[config.mk]
export PLATFORM = sky130hd
export DESIGN_NAME = hyst_trig_gen
export DESIGN_NICKNAME = d
export VERILOG_FILES = /design/src/rtl/hyst_trig_pkg.sv /design/src/rtl/htg_rst_sync.sv /design/src/rtl/htg_chan_cmp.sv /design/src/rtl/htg_match.sv /design/src/rtl/hyst_trig_gen.sv
export SDC_FILE = /design/constraint.sdc
export NUM_CORES = 1
export LEC_CHECK = 0
export BUFFER_PORTS_ARGS = -buffer_cell sky130_fd_sc_hd__buf_2
export CORE_AREA = 2 2 99 120
export DETAILED_ROUTE_END_ITERATION = 12
export DIE_AREA = 0 0 101 122
export PLACE_DENSITY = 0.77
export SKIP_CTS_REPAIR_TIMING = 1
export SYNTH_ARGS = -nofsm -noshare
export SYNTH_HDL_FRONTEND = slang
export SYNTH_SLANG_ARGS = --single-unit
[constraint.sdc]
create_clock -name clk -period 0.9 [get_ports clk]
set_clock_uncertainty 0.15 [all_clocks]
set_input_delay 0.18 -clock clk [delete_from_list [all_inputs] [get_ports clk]]
set_output_delay 0.18 -clock clk [all_outputs]
set_load 0.02 [all_outputs]
[src/rtl/hyst_trig_pkg.sv]
package hyst_trig_pkg;

  localparam int unsigned DEF_NUM_CH = 4;
  localparam int unsigned DEF_SMP_W  = 16;
  localparam int unsigned FLAGS_PER_CH = 2;

  // Bit offsets inside one channel's flag pair
  localparam int unsigned HYST_OFS = 0;
  localparam int unsigned WIN_OFS  = 1;

  typedef struct packed {
    logic win;
    logic hyst;
  } ch_flags_t;

endpackage

[src/rtl/htg_rst_sync.sv]
module htg_rst_sync #(
  parameter int unsigned STAGES = 2
) (
  input  logic clk,
  input  logic rst_n,
  output logic rst_sync_n
);

  logic [STAGES-1:0] sync_q;

  always_ff @(posedge clk or negedge rst_n) begin
    if (!rst_n) begin
      sync_q <= '0;
    end else begin
      sync_q <= {sync_q[STAGES-2:0], 1'b1};
    end
  end

  assign rst_sync_n = sync_q[STAGES-1];

endmodule

[src/rtl/htg_chan_cmp.sv]
module htg_chan_cmp
  import hyst_trig_pkg::*;
#(
  parameter int unsigned SMP_W = DEF_SMP_W
) (
  input  logic signed [SMP_W-1:0] sample,
  input  logic signed [SMP_W-1:0] lo_lim,
  input  logic signed [SMP_W-1:0] hi_lim,
  input  logic                    hyst_cur,
  output ch_flags_t               flags_nxt
);

  logic above_hi;
  logic below_lo;

  always_comb begin
    above_hi = (sample > hi_lim);
    below_lo = (sample < lo_lim);
    // Upper comparison has precedence when the limits are inverted
    if (above_hi) begin
      flags_nxt.hyst = 1'b1;
    end else if (below_lo) begin
      flags_nxt.hyst = 1'b0;
    end else begin
      flags_nxt.hyst = hyst_cur;
    end
    flags_nxt.win = !above_hi && !below_lo;
  end

endmodule

[src/rtl/htg_match.sv]
module htg_match #(
  parameter int unsigned W = 16
) (
  input  logic [W-1:0] status,
  input  logic [W-1:0] nominal,
  input  logic [W-1:0] en_mask,
  input  logic [W-1:0] op_mask,
  output logic         fire
);

  logic [W-1:0] cond;
  logic         and_ok;
  logic         or_ok;

  always_comb begin
    cond   = (status ^ nominal) & en_mask;
    and_ok = ((cond & ~op_mask) == '0);
    or_ok  = ((~cond & op_mask) != '0);
    fire   = and_ok && or_ok;
  end

endmodule

[src/rtl/hyst_trig_gen.sv]
module hyst_trig_gen
  import hyst_trig_pkg::*;
#(
  parameter int unsigned NUM_CH = DEF_NUM_CH,
  parameter int unsigned SMP_W  = DEF_SMP_W
) (
  input  logic                      clk,
  input  logic                      rst_n,
  input  logic                      smp_valid,
  input  logic [NUM_CH*SMP_W-1:0]   smp_data,
  input  logic [NUM_CH*SMP_W-1:0]   lo_thr,
  input  logic [NUM_CH*SMP_W-1:0]   hi_thr,
  input  logic [4*NUM_CH-1:0]       nominal,
  input  logic [4*NUM_CH-1:0]       en_mask,
  input  logic [4*NUM_CH-1:0]       op_mask,
  output logic [4*NUM_CH-1:0]       status_word,
  output logic                      trig_pulse
);

  localparam int unsigned HALF_W = FLAGS_PER_CH * NUM_CH;
  localparam int unsigned STAT_W = 2 * HALF_W;

  logic              rst_sync_n;
  logic [STAT_W-1:0] status_q;
  logic [STAT_W-1:0] status_d;
  logic              trig_q;
  logic              trig_d;
  logic [HALF_W-1:0] cur_flags;
  logic [STAT_W-1:0] status_cand;
  logic              fire_w;

  htg_rst_sync #(.STAGES(2)) u_rst_sync (
    .clk        (clk),
    .rst_n      (rst_n),
    .rst_sync_n (rst_sync_n)
  );

  for (genvar gi = 0; gi < NUM_CH; gi++) begin : g_ch
    ch_flags_t flags_w;

    htg_chan_cmp #(.SMP_W(SMP_W)) u_cmp (
      .sample    (smp_data[gi*SMP_W +: SMP_W]),
      .lo_lim    (lo_thr[gi*SMP_W +: SMP_W]),
      .hi_lim    (hi_thr[gi*SMP_W +: SMP_W]),
      .hyst_cur  (status_q[FLAGS_PER_CH*gi + HYST_OFS]),
      .flags_nxt (flags_w)
    );

    assign cur_flags[FLAGS_PER_CH*gi + HYST_OFS] = flags_w.hyst;
    assign cur_flags[FLAGS_PER_CH*gi + WIN_OFS]  = flags_w.win;
  end

  assign status_cand = {status_q[HALF_W-1:0], cur_flags};

  htg_match #(.W(STAT_W)) u_match (
    .status  (status_cand),
    .nominal (nominal),
    .en_mask (en_mask),
    .op_mask (op_mask),
    .fire    (fire_w)
  );

  // Next-state logic
  always_comb begin
    status_d = status_q;
    trig_d   = 1'b0;
    if (smp_valid) begin
      status_d = status_cand;
      trig_d   = fire_w;
    end
  end

  // State registers
  always_ff @(posedge clk or negedge rst_sync_n) begin
    if (!rst_sync_n) begin
      status_q <= '0;
      trig_q   <= 1'b0;
    end else begin
      status_q <= status_d;
      trig_q   <= trig_d;
    end
  end

  assign status_word = status_q;
  assign trig_pulse  = trig_q;

endmodule

==> impl_metrics.toml <==
[synth]
ys_ff_latch = 19
synth_edf_count = 0
synth_top_family_by_area = "adder cells"
synthMuxAreaShare_pct = 4.64
syn-cell-area_mm2 = 0.00445
ys_warn_count = 0
ys_async_sr_fraction_pct = 100
seq_area_frac_synth_pct = 10.7
synth_fp_nets = 933
synth_compound_area_share_pct = 21.0
synthXorXnorAreaFrac_pct = 1.97
synth-simple-area-share_pct = 14.7
syn_inst = 566
yosysUniqueCellTypes = 61
synth_top_area_share_pct = 34.9
syn_area_per_cell_um2 = 7.86
yosys-top-cells-area = "ha_1 (35%), inv_1 (11%), dfrtp_1 (11%)"
synthAdderAreaFrac_pct = 34.9
synth_top_area_cell = "ha_1"
synth_flop_cell = "dfrtp_1"

[setup_path]
worst_ep_arrival_time_ns = 2.82
crit_fanout = 3
reg2reg_to = "trig_pulse$_DFF_PN0_"
crit_slowest_cell = "a2111oi_2"
r2r_slack_ns = -1.71
reg2reg_from = "status_word[5]$_DFFE_PN0P_"
cp.required_ns = 0.89
crit_chain = "buf_4, ha_1, nor2b_1, o211ai_1, a2111oi_2, nor4_1, o21bai_1, o21bai_4, mux2_4, a221o_1, o311ai_1, nor3_1"
cp_num_buf_inv = 1
cpPeakStageDelay_ns = 0.40
path_class = "in -> reg"
rr_worst_depth = 10
end_kind = "flip-flop"
critPathLaunchType = "input pin"
crit_family = "compound AO/OA/AOI/OAI gates"

[grt]
grt_use_met2_pct = 44.6
grt_pass1_vias = 5102
track_usage_pct = 22.2
grtUsageMet1_pct = 23.2
grt_overflow = 0
busiest_layer = "met2"
met3_usage_pct = 3.27
grt_pass1_wl_um = 21900
antenna_found_initial = 0
grt_start_max_net_pins = 23

[min_path]
hold_path.class = "reg -> async"

[placement]
hpwl_um = 13200
globalplace.congestion = 0.838
numPortBuffers = 259

[detailed_routing]
avgViaCountPerCell = 5.10
drt-initial-drc-count = 133
firstDrtPassIters = 4
drt.antenna.violating_nets = 0
totalWireLength_um = 16000
wl_per_cell_um = 15.4
drc = 0
vias = 5292

[clock_tree]
cts_tree = "done"
root_buffer = "clkbuf_16"
cts.sinks = 19
clkTransAtPathRegs_ns = 0.06
htreeDepth = 1
numCtsBuffers = 3
clkLatencyLatePin_ns = 0.25
clockBufferDepth = 2

[die]
io_pins = 260
core_mm2 = 0.0113
die_width_um = 101
start_util_pct = 39.4
die-area_mm2 = 0.0123
fp.dieH_um = 122
num_rows = 43

[run_status]
violations = "negative setup slack"
status = "finished, violations left"

[cells_and_area]
syn2layout_area_growth_pct = 78.7
fillers = 868
diodes = 0
final_core_util_pct = 70.4
final_layout_size_suffix_gt1_share_pct = 56.6
final_net_count = 1271

[timing]
fmax_mhz = 352
final_hold_viol_count = 0
maxSlewViolCount = 0
hold_ws_ns = 0.0500
rsz0062_at_grt = "true"
slew-limit-headroom_pct = 64.1
finalCritPeriodShare_pct = 315
setup_viol = 34
final.min_clock_period_ns = 2.84
finalWorstSetupSlack_ns = -1.94
fin_tns_setup_ns = -17.23
worstMarginPinSlew_ns = 0.534

[flow_run]
max_cap_viol_count = 0

[pwr]
power_leakage_nw = 4.15
vdd_ir_drop_max_v = 0.000634
power.density_mw_per_mm2 = 877
how the worst max path moves through the flow:
stage,endpoint,slack (ns),cells after the start,from
after global routing,trig_pulse$_DFF_PN0_,-1.98,13,hi_thr[49]
after floorplan,trig_pulse$_DFF_PN0_,-1.87,11,hi_thr[63]
after detailed placement,trig_pulse$_DFF_PN0_,-2.20,13,hi_thr[59]
after global placement,trig_pulse$_DFF_PN0_,-2.13,13,lo_thr[57]
final,trig_pulse$_DFF_PN0_,-1.94,12,smp_data[49]
after CTS,trig_pulse$_DFF_PN0_,-1.95,14,hi_thr[59]
cell families after synthesis:
logic type	after synthesis
fa+ha+maj	124
flops	19
other cells	1
xor+xnor	10
buf+inv	139
mux	17
simple gates	123
compound gates	133
cells in the final DEF (no fill, tap or decap), types with 4 or more instances in the layout:
cell | synthesis | final
ha_4 | 0 | 50
dfrtp_1 | 19 | 7
ha_1 | 124 | 74
inv_12 | 0 | 4
nand2_1 | 37 | 35
nand2b_1 | 7 | 7
xor2_1 | 8 | 7
nand3_1 | 11 | 8
o21ai_0 | 10 | 4
buf_4 | 4 | 58
mux2_4 | 1 | 12
mux2_2 | 15 | 4
o211ai_1 | 6 | 6
buf_2 | 0 | 221
a21o_1 | 13 | 13
nor3_1 | 9 | 6
dfrtp_2 | 0 | 12
o21a_1 | 8 | 8
a21oi_2 | 0 | 9
nor2_1 | 10 | 9
inv_1 | 133 | 99
nand4_1 | 24 | 24
a21oi_1 | 40 | 31
inv_2 | 0 | 20
o21ai_1 | 0 | 4
buf_6 | 0 | 53
o22ai_1 | 4 | 4
a31o_2 | 5 | 5
buf_8 | 0 | 5
inv_4 | 0 | 9
nor2b_1 | 6 | 5
a211oi_2 | 0 | 4
cell usage after synthesis (2+ instances only):
library cell / count
nor3_1: 9
nand4_1: 24
or2_2: 2
inv_1: 133
xnor2_1: 2
nor4_1: 6
a21boi_0: 2
a22oi_1: 3
mux2_2: 15
a31o_2: 5
a221oi_1: 2
nor2_1: 10
nand2_1: 37
a21o_1: 13
o41ai_1: 3
o2111ai_1: 3
o31ai_1: 2
o21bai_1: 2
nand2b_1: 7
dfrtp_1: 19
a31oi_1: 4
nor2b_1: 6
o22ai_1: 4
a2111oi_0: 4
nand3_1: 11
o21ai_0: 10
a211oi_1: 7
buf_4: 4
xor2_1: 8
o21a_1: 8
a22o_1: 3
a21oi_1: 40
a41o_1: 2
ha_1: 124
o211ai_1: 6
routing by layer:
| metal | wire, um | vias to the layer above |
|---|---|---|
| li1 | - | 2695 |
| met1 | 5920 | 2367 |
| met2 | 8670 | 198 |
| met3 | 967 | 32 |
| met4 | 395 | 0 |
| met5 | 0 | - |
metrics by stage:
step / instance area [um2] / power, mW / setup slack (ns) / cells
floorplan: 5060 / 3.39 / -1.87 / 566
global placement: 6990 / 5.02 / -2.13 / 1020
detailed placement: 6990 / 5.12 / -2.20 / 1020
CTS: 7070 / 6.08 / -1.95 / 1024
global route: 7950 / 7.47 / -1.98 / 1038
finish: 7950 / 6.97 / -1.94 / 1038
area by class of cell:
cell class                      instances  area (um2)  share of cell area (%)
Tap cell                              135         169                    2.12
Multi-Input combinational cell        408        4390                    55.2
Sequential cell                        19         490                    6.17
Timing Repair Buffer                  339        2240                    28.2
Inverter                              133         577                    7.26
Clock inverter                          1        5.00                  0.0630
Clock buffer                            3        75.1                   0.944
state kept, by name, summed over array words and instances, names as in the netlist:
signal / count
status_word: 16
trig_pulse: 1
u_rst_sync.sync_q: 2
power breakdown:
group | internal, mW | switching [mW]
combinational | 2.66 | 2.16
sequential | 1.06 | 0.156
clock | 0.596 | 0.341
Power figures use the tool's default switching activity.
